--- src/rtl/dtmr_pkg.sv ---
package dtmr_pkg;
    parameter int CW    = 8;
    parameter int NCH   = 2;
    parameter int NTICK = 3;
    parameter int AW    = 4;

    localparam logic [2:0] CKS_CHAIN = 3'b100;

    typedef enum logic [1:0] {
        CLR_NONE = 2'b00,
        CLR_CMA  = 2'b01,
        CLR_CMB  = 2'b10,
        CLR_EXT  = 2'b11
    } clr_e;

    typedef enum logic [1:0] {
        OS_KEEP   = 2'b00,
        OS_LOW    = 2'b01,
        OS_HIGH   = 2'b10,
        OS_TOGGLE = 2'b11
    } os_e;

    typedef enum logic [2:0] {
        REG_CTRL = 3'd0,
        REG_STAT = 3'd1,
        REG_CNT  = 3'd2,
        REG_CMPA = 3'd3,
        REG_CMPB = 3'd4
    } reg_e;

    typedef struct packed {
        logic       ie_b;
        logic       ie_a;
        logic [1:0] clr;
        logic [2:0] cks;
    } ctrl_t;

    typedef struct packed {
        logic [CW-1:0] cnt;
        logic [CW-1:0] cmpa;
        logic [CW-1:0] cmpb;
        ctrl_t         ctrl;
        logic          flag_a;
        logic          flag_b;
        logic [1:0]    os_a;
        logic [1:0]    os_b;
        logic          arm_a;
        logic          arm_b;
        logic          wave;
    } chan_t;

    typedef struct packed {
        chan_t [NCH-1:0] ch;
    } state_t;
endpackage

--- src/rtl/dtmr_tick_sel.sv ---
module dtmr_tick_sel
    import dtmr_pkg::*;
(
    input  logic [2:0]       cks_i,
    input  logic [NTICK-1:0] tick_i,
    output logic             step_o
);
    always_comb begin
        step_o = 1'b0;
        for (int k = 0; k < NTICK; k++) begin
            if (cks_i == 3'(k + 1)) step_o = tick_i[k];
        end
    end
endmodule

--- src/rtl/dtmr_cmp.sv ---
module dtmr_cmp #(
    parameter int W = 8
) (
    input  logic [W-1:0] cnt_i,
    input  logic [W-1:0] ref_a_i,
    input  logic [W-1:0] ref_b_i,
    output logic         eq_a_o,
    output logic         eq_b_o
);
    assign eq_a_o = (cnt_i == ref_a_i);
    assign eq_b_o = (cnt_i == ref_b_i);
endmodule

--- src/rtl/dtmr_wave.sv ---
module dtmr_wave
    import dtmr_pkg::*;
(
    input  logic       ev_a_i,
    input  logic       ev_b_i,
    input  logic [1:0] os_a_i,
    input  logic [1:0] os_b_i,
    input  logic       level_i,
    output logic       level_o
);
    logic [1:0] act;

    always_comb begin
        act = OS_KEEP;
        if (ev_a_i)      act = os_a_i;
        else if (ev_b_i) act = os_b_i;
        case (os_e'(act))
            OS_LOW:    level_o = 1'b0;
            OS_HIGH:   level_o = 1'b1;
            OS_TOGGLE: level_o = ~level_i;
            default:   level_o = level_i;
        endcase
    end
endmodule

--- src/rtl/dual_timer8.sv ---
module dual_timer8
    import dtmr_pkg::*;
(
    input  logic             clk_i,
    input  logic             rst_ni,
    input  logic             wr_en_i,
    input  logic             rd_en_i,
    input  logic [AW-1:0]    addr_i,
    input  logic [CW-1:0]    wdata_i,
    output logic [CW-1:0]    rdata_o,
    input  logic [NTICK-1:0] tick_i,
    input  logic             ext_clr_i,
    output logic [NCH-1:0]   wave_o,
    output logic [NCH-1:0]   irq_o
);
    state_t q, d;

    logic [NCH-1:0] step_nat, eq_a8, eq_b8, ev_a, ev_b, wave_nx, chain_sel;
    logic [NCH-1:0] wsel, rsel;
    logic           eq_a16, eq_b16;
    logic           chain16, chain_cm, lock;
    logic           step0, step1, ev_a0, ev_b0, ev_a1, ev_b1;
    logic           ext0, mclr0, mclr1;
    logic           xch;
    logic [2:0]     xreg;
    logic [CW-1:0]  cnt_hi, cnt_lo;
    logic           clr0_is_ext;
    logic [2*NCH-1:0] flag_vec;

    // per-channel count source, byte compare and waveform update
    for (genvar c = 0; c < NCH; c++) begin : g_ch
        assign chain_sel[c] = (q.ch[c].ctrl.cks == CKS_CHAIN);

        dtmr_tick_sel u_tsel (
            .cks_i  (q.ch[c].ctrl.cks),
            .tick_i (tick_i),
            .step_o (step_nat[c])
        );

        dtmr_cmp #(.W(CW)) u_cmp (
            .cnt_i   (q.ch[c].cnt),
            .ref_a_i (q.ch[c].cmpa),
            .ref_b_i (q.ch[c].cmpb),
            .eq_a_o  (eq_a8[c]),
            .eq_b_o  (eq_b8[c])
        );

        dtmr_wave u_wave (
            .ev_a_i  (ev_a[c]),
            .ev_b_i  (ev_b[c]),
            .os_a_i  (q.ch[c].os_a),
            .os_b_i  (q.ch[c].os_b),
            .level_i (q.ch[c].wave),
            .level_o (wave_nx[c])
        );

        assign wave_o[c] = q.ch[c].wave;
        assign irq_o[c]  = (q.ch[c].flag_a & q.ch[c].ctrl.ie_a)
                         | (q.ch[c].flag_b & q.ch[c].ctrl.ie_b);
        assign flag_vec[2*c +: 2] = {q.ch[c].flag_b, q.ch[c].flag_a};
    end

    // full-width compare of the joined pair, channel 0 as upper byte
    dtmr_cmp #(.W(2*CW)) u_cmp16 (
        .cnt_i   ({q.ch[0].cnt,  q.ch[1].cnt}),
        .ref_a_i ({q.ch[0].cmpa, q.ch[1].cmpa}),
        .ref_b_i ({q.ch[0].cmpb, q.ch[1].cmpb}),
        .eq_a_o  (eq_a16),
        .eq_b_o  (eq_b16)
    );

    assign chain16  = chain_sel[0] & ~chain_sel[1];
    assign chain_cm = chain_sel[1] & ~chain_sel[0];
    assign lock     = chain_sel[0] &  chain_sel[1];

    assign cnt_hi      = q.ch[0].cnt;
    assign cnt_lo      = q.ch[1].cnt;
    assign clr0_is_ext = (q.ch[0].ctrl.clr == CLR_EXT);

    // step and compare-event network; channel 1 may hang off channel 0
    always_comb begin
        step0 = lock ? 1'b0 : (chain16 ? step_nat[1] : step_nat[0]);
        ev_a0 = step0 & (chain16 ? eq_a16 : eq_a8[0]);
        ev_b0 = step0 & (chain16 ? eq_b16 : eq_b8[0]);
        step1 = lock ? 1'b0 : (chain_cm ? ev_a0 : step_nat[1]);
        ev_a1 = step1 & eq_a8[1];
        ev_b1 = step1 & eq_b8[1];
        ev_a  = {ev_a1, ev_a0};
        ev_b  = {ev_b1, ev_b0};
    end

    // next-state computation
    always_comb begin
        xch  = addr_i[AW-1];
        xreg = addr_i[2:0];
        for (int c = 0; c < NCH; c++) begin
            wsel[c] = wr_en_i && (int'(xch) == c);
            rsel[c] = rd_en_i && (int'(xch) == c);
        end

        ext0  = clr0_is_ext && ext_clr_i && !lock;
        mclr0 = ((q.ch[0].ctrl.clr == CLR_CMA) && ev_a0)
              | ((q.ch[0].ctrl.clr == CLR_CMB) && ev_b0)
              | (chain16 && clr0_is_ext && ev_a0);
        mclr1 = !chain16 && (((q.ch[1].ctrl.clr == CLR_CMA) && ev_a1)
                           | ((q.ch[1].ctrl.clr == CLR_CMB) && ev_b1));

        d = q;

        for (int c = 0; c < NCH; c++) begin
            d.ch[c].flag_a = ev_a[c] | (q.ch[c].flag_a &
                ~(wsel[c] && (xreg == REG_STAT) && !wdata_i[0] && q.ch[c].arm_a));
            d.ch[c].flag_b = ev_b[c] | (q.ch[c].flag_b &
                ~(wsel[c] && (xreg == REG_STAT) && !wdata_i[1] && q.ch[c].arm_b));
            if (wsel[c] && (xreg == REG_STAT)) begin
                d.ch[c].arm_a = 1'b0;
                d.ch[c].arm_b = 1'b0;
            end else if (rsel[c] && (xreg == REG_STAT)) begin
                d.ch[c].arm_a = q.ch[c].arm_a | q.ch[c].flag_a;
                d.ch[c].arm_b = q.ch[c].arm_b | q.ch[c].flag_b;
            end
            d.ch[c].wave = wave_nx[c];
        end

        if (ext0) begin
            d.ch[0].cnt = '0;
        end else if (step0) begin
            if (mclr0)
                d.ch[0].cnt = '0;
            else if (chain16 && (q.ch[1].cnt != '1))
                d.ch[0].cnt = q.ch[0].cnt;
            else
                d.ch[0].cnt = q.ch[0].cnt + CW'(1);
        end

        if (chain16 && ext0) begin
            d.ch[1].cnt = '0;
        end else if (step1) begin
            if (chain16 ? mclr0 : mclr1)
                d.ch[1].cnt = '0;
            else
                d.ch[1].cnt = q.ch[1].cnt + CW'(1);
        end

        // software writes override hardware updates
        for (int c = 0; c < NCH; c++) begin
            if (wsel[c]) begin
                case (reg_e'(xreg))
                    REG_CTRL: d.ch[c].ctrl = ctrl_t'(wdata_i[6:0]);
                    REG_STAT: begin
                        d.ch[c].os_a = wdata_i[3:2];
                        d.ch[c].os_b = wdata_i[5:4];
                    end
                    REG_CNT:  d.ch[c].cnt  = wdata_i;
                    REG_CMPA: d.ch[c].cmpa = wdata_i;
                    REG_CMPB: d.ch[c].cmpb = wdata_i;
                    default: ;
                endcase
            end
        end
    end

    // read mux
    always_comb begin
        rdata_o = '0;
        case (reg_e'(addr_i[2:0]))
            REG_CTRL: rdata_o = {1'b0, q.ch[addr_i[AW-1]].ctrl};
            REG_STAT: rdata_o = {2'b00, q.ch[addr_i[AW-1]].os_b, q.ch[addr_i[AW-1]].os_a,
                                 q.ch[addr_i[AW-1]].flag_b, q.ch[addr_i[AW-1]].flag_a};
            REG_CNT:  rdata_o = q.ch[addr_i[AW-1]].cnt;
            REG_CMPA: rdata_o = q.ch[addr_i[AW-1]].cmpa;
            REG_CMPB: rdata_o = q.ch[addr_i[AW-1]].cmpb;
            default:  rdata_o = '0;
        endcase
    end

    always_ff @(posedge clk_i or negedge rst_ni) begin
        if (!rst_ni) begin
            q <= '0;
            for (int c = 0; c < NCH; c++) begin
                q.ch[c].cmpa <= '1;
                q.ch[c].cmpb <= '1;
            end
        end else begin
            q <= d;
        end
    end
endmodule

--- config.mk ---
export PLATFORM = sky130hd
export DESIGN_NAME = dual_timer8
export DESIGN_NICKNAME = d
export VERILOG_FILES = /design/src/rtl/dtmr_pkg.sv /design/src/rtl/dtmr_tick_sel.sv /design/src/rtl/dtmr_cmp.sv /design/src/rtl/dtmr_wave.sv /design/src/rtl/dual_timer8.sv
export SDC_FILE = /design/constraint.sdc
export NUM_CORES = 1
export LEC_CHECK = 0
export BUFFER_PORTS_ARGS = -buffer_cell sky130_fd_sc_hd__buf_2
export CORE_MARGIN = 1.5
export CORE_UTILIZATION = 51
export CTS_CLUSTER_DIAMETER = 150
export DETAILED_ROUTE_END_ITERATION = 6
export PLACE_DENSITY_LB_ADDON = 0.05
export RECOVER_POWER = 100
export SYNTH_ARGS = -nofsm -noshare
export SYNTH_HDL_FRONTEND = slang
export SYNTH_SLANG_ARGS = --single-unit
export TNS_END_PERCENT = 100
--- constraint.sdc ---
create_clock -name clk_i -period 6.4 [get_ports clk_i]
set_input_delay 1.6 -clock clk_i [delete_from_list [all_inputs] [get_ports clk_i]]
set_output_delay 1.6 -clock clk_i [all_outputs]
set_load 0.01 [all_outputs]
==> reports/results.md <==
| Step | Item | Value |
|---|---|---|
| clock tree | Clock tree from TritonCTS | built |
| grt | Antenna violations before repair | 0 |
| drt | Routed metal-1 wire length | 5688 µm |
| synthesis | Sequential cell area fraction in the yosys report | 0.4313 |
| grt | Total gr overflow | 0 |
| finish | Antenna fix cells | 0 |
| setup path | Reg-to-reg slack, setup | 3880 ps |
| synthesis | Unique masters post-synth | 56 |
| synthesis | Average cell area after synthesis | 10.83 µm² |
| synthesis | Ys Warns | 0 |
| synthesis | Net count of the mapped netlist | 459 |
| drt | Number of vias per cell | 6.327 |
| finish | Leading cell types in the layout, fill and taps excluded | sky130_fd_sc_hd__mux2_2 (66), sky130_fd_sc_hd__dfrtp_1 (48), sky130_fd_sc_hd__nand2_1 (42) |
| die | Height of the die | 99.35 µm |
| setup path | Critical Path Source Type | input pin |
| die | DIE AREA | 9870 µm² |
| die | Rows | 34 |
| sta | Achievable Freq | 0.1903 GHz |
| setup path | Worst R2R End | cnt_lo[4] |
| synthesis | Count of flip-flops with a built-in enable after synthesis | 0 |
| job | Max-cap viol count | 0 |
| synthesis | Share of the synthesized area in the top cell type | 0.2537 |
| pwr | Power Density | 372.1 nW/µm² |
| setup path | CP Max Fanout | 24 |
| finish | Most frequent standard cell in the layout excluding fill and tap cells | sky130_fd_sc_hd__mux2_2 |
| outcome | Run status | finished clean |
| drt | Count of nets left with antenna violations after detail routing | 0 |
| sta | Unrepaired setup endpoints after global routing | false |
| setup path | Worst path arrival time | 3660 ps |
| placement | RePlAce Congestion | 0.9612 |
| drt | Initial DRT Pass Iterations | 4 |
| synthesis | Mapped cell area | 4735 µm² |
| clock tree | CTS Buf Count | 9 |
| pwr | LEAKAGE | 1.980 nW |
| placement | Detail Placement HPWL | 9214 µm |
| setup path | End point of the critical path | rdata_o[4] |
| die | Area of the core region | 8848 µm² |
| finish | Nets | 472 |
| die | Top-level port count | 32 |
| drt | DR WL/cell | 22.78 µm |
| clock tree | Number of gates resized after cts | 0 |
| finish | Fill cell instance count of the final layout | 795 |
| finish | Share of layout cells above drive strength 1 | 0.3143 |
| finish | Utilization of the core after routing | 0.5721 |
| pwr | Largest voltage drop on the vdd net | 0.1548 mV |
| setup path | Worst r2r path cells | 6 |
| grt | Wire length of the first global-routing pass | 19920 µm |
| synthesis | Ys flop type | sky130_fd_sc_hd__dfrtp_1 |
| synthesis | Adder-Cell Fraction of Synth Area | 0.005285 |
| drt | 1st-iter DRT viols | 297 |
| grt | Total global-route track usage | 0.2701 |
| clock tree | Number of buffers added for setup after CTS | 0 |
| min path | Worst hold-check path type | reg2reg |
| setup path | Endpoint type of the worst setup path | output port |
| synthesis | Synthesized flop and latch total | 80 |
| sta | Time the final worst path needs with I/O delays and setup | 5256 ps |
| setup path | Worst setup path start | addr_i[0] |
| sta | Hold violation count in the final report | 0 |
| setup path | Type of the worst setup path | in2out |
| sta | Measured slew at the worst slew-check pin | 1276 ps |
| clock tree | CTS root buf | sky130_fd_sc_hd__clkbuf_8 |
| synthesis | Proportion of synthesized flip-flops having asynchronous set or reset | 1.000 |
| setup path | RR Startpoint | cnt_lo[3] |
| setup path | CP Data Required Time | 4800 ps |
| synthesis | Area fraction in and, or, nand and nor cells after synthesis | 0.1202 |
| grt | Pin count of the biggest net entering global routing | 81 |
| synthesis | Cells after synthesis | 437 |
| sta | Share of the clock period used by the worst path | 0.8212 |
| sta | Worst rel slew slack | 0.1478 |
| drt | Max Used Layer | met4 |
| drt | Post-detailed-routing wire length | 12820 µm |
| synthesis | Xor and xnor fraction of the mapped netlist area | 0.08510 |
| sta | Setup TNS | 0 ps |
| synthesis | Mux contribution to synthesized area | 0.2030 |
| synthesis | Largest family of logic cells by synthesized area | multiplexers |
| clock tree | Insertion delay of the later-clocked pin in the worst-skew pair | 350 ps |
| drt | Detailed-route via count | 3562 |
| synthesis | Compound-cell area share of the yosys netlist | 0.1255 |
| clock tree | H-tree depth | 3 |
| drt | Number of DRC violations after detailed routing | 0 |
| synthesis | Synth top area cells | sky130_fd_sc_hd__dfrtp_1 (25%), sky130_fd_sc_hd__dfstp_2 (18%), sky130_fd_sc_hd__mux2_2 (16%) |
| clock tree | Number of buffers on the longest clock path | 2 |
| placement | Buffers on Ports | 31 |
| clock tree | Clk sinks | 80 |
| sta | Max-slew violation count | 0 |
| drt | Length of routed met2 wiring | 5939 µm |
| clock tree | Hold-fix buffers, CTS | 0 |
| drt | Amount of wire on met3 after detailed routing | 953 µm |
| synthesis | Yosys top cell by area | sky130_fd_sc_hd__dfrtp_1 |
| grt | Via count of the first global-routing pass | 3413 |
| sta | Clock Skews | 9.871 ps |
| clock tree | Clock transition at the registers of the reported paths | 90 ps |
| die | Initial core utilization | 0.5351 |
| sta | Total of endpoints with negative setup slack in the final report | 0 |
| finish | Relative area change from synthesis to final layout | 6.924% |
| die | Die outline width | 99.35 µm |
==> metrics by stage <==
step	cell area, µm²	hold WS, ps	cells	worst slack, ps	power [mW]
after global routing	5062	516.2	563	975.0	1.988
after global placement	4913	475.3	547	1635	1.487
after detailed placement	4913	474.5	547	1609	1.502
final	5062	480.1	563	1144	1.884
after floorplan	4735	442.2	437	1781	1.314
after CTS	5126	485.2	563	1601	1.916
==> synth_stat cells, drive strengths merged (2+ instances only) <==
library cell / number
nand3b: 3
nand3: 6
a41oi: 2
a311o: 3
dfstp: 32
nor4: 5
dfrtp: 48
nand4b: 2
a21oi: 14
a31oi: 4
ha: 2
nor2b: 5
xnor2: 21
mux4: 3
nor2: 18
nor3b: 3
a211oi: 3
nand2b: 2
o22ai: 3
and2: 4
nor3: 5
xor2: 25
nand2: 42
buf: 17
mux2i: 15
o31ai: 3
a221oi: 8
o21ai: 24
a22oi: 6
mux2: 66
nand4: 10
a22o: 5
clkbuf: 14
inv: 3
o221ai: 2
==> metal layers <==
| layer | track usage | up-vias |
|---|---|---|
| met5 | 0 | - |
| met4 | 0.07692 | 0 |
| met3 | 0.03935 | 21 |
| met2 | 0.4231 | 131 |
| met1 | 0.3922 | 1795 |
| li1 | - | 1615 |
==> layout make-up <==
cell class                 instances  area (µm²)  share of cell area
multi-input combinational        323        2512              0.4963
clock buffer                      11       131.4             0.02595
clock inverter                     5       81.33             0.01607
timing repair buffer              33       148.9             0.02941
inverter                           3       11.26            0.002224
sequential                        80        2042              0.4034
tap                              108       135.1             0.02669
==> state kept, by name (all words and copies together) (netlist names) <==
signal,count
wave_o,2
cnt_hi,8
flag_vec,4
q,58
cnt_lo,8
==> report_power, final <==
part / internal, mW / total [mW] / switching [mW] / leakage (nW)
Clock: 0.220 / 0.409 / 0.189 / 0.104
Combinational: 0.290 / 0.559 / 0.269 / 0.938
Sequential: 0.690 / 0.916 / 0.226 / 0.938
Total: 1.20 / 1.88 / 0.684 / 1.98
==> logic make-up (layout without fill, tap and decap cells) <==
group           after synthesis  in the layout
simple gates                110            110
mux                          84             84
compound gates               81             81
flops                        80             80
xor+xnor                     46             46
buf+inv                      34             52
fa+ha+maj                     2              2
==> worst max-delay path, stage by stage <==
cell                       delay, ps
sky130_fd_sc_hd__clkbuf_1        810
sky130_fd_sc_hd__nor2b_1         420
sky130_fd_sc_hd__nand2_1         210
sky130_fd_sc_hd__o22ai_1         290
sky130_fd_sc_hd__or2_2           180
sky130_fd_sc_hd__clkbuf_1        140
==> how the worst min path moves through the flow <==
stage | cells after the start | slack (ps) | end | startpoint
detailed placement | 1 | 470 | wave_o[1] | wave_o[1]
finish | 1 | 480 | wave_o[1] | wave_o[1]
floorplan | 1 | 440 | wave_o[0] | wave_o[0]
CTS | 1 | 490 | wave_o[1] | wave_o[1]
global route | 1 | 520 | wave_o[1] | wave_o[1]
global placement | 1 | 480 | wave_o[1] | wave_o[1]
No activity file was read; power rests on OpenSTA's default activity.
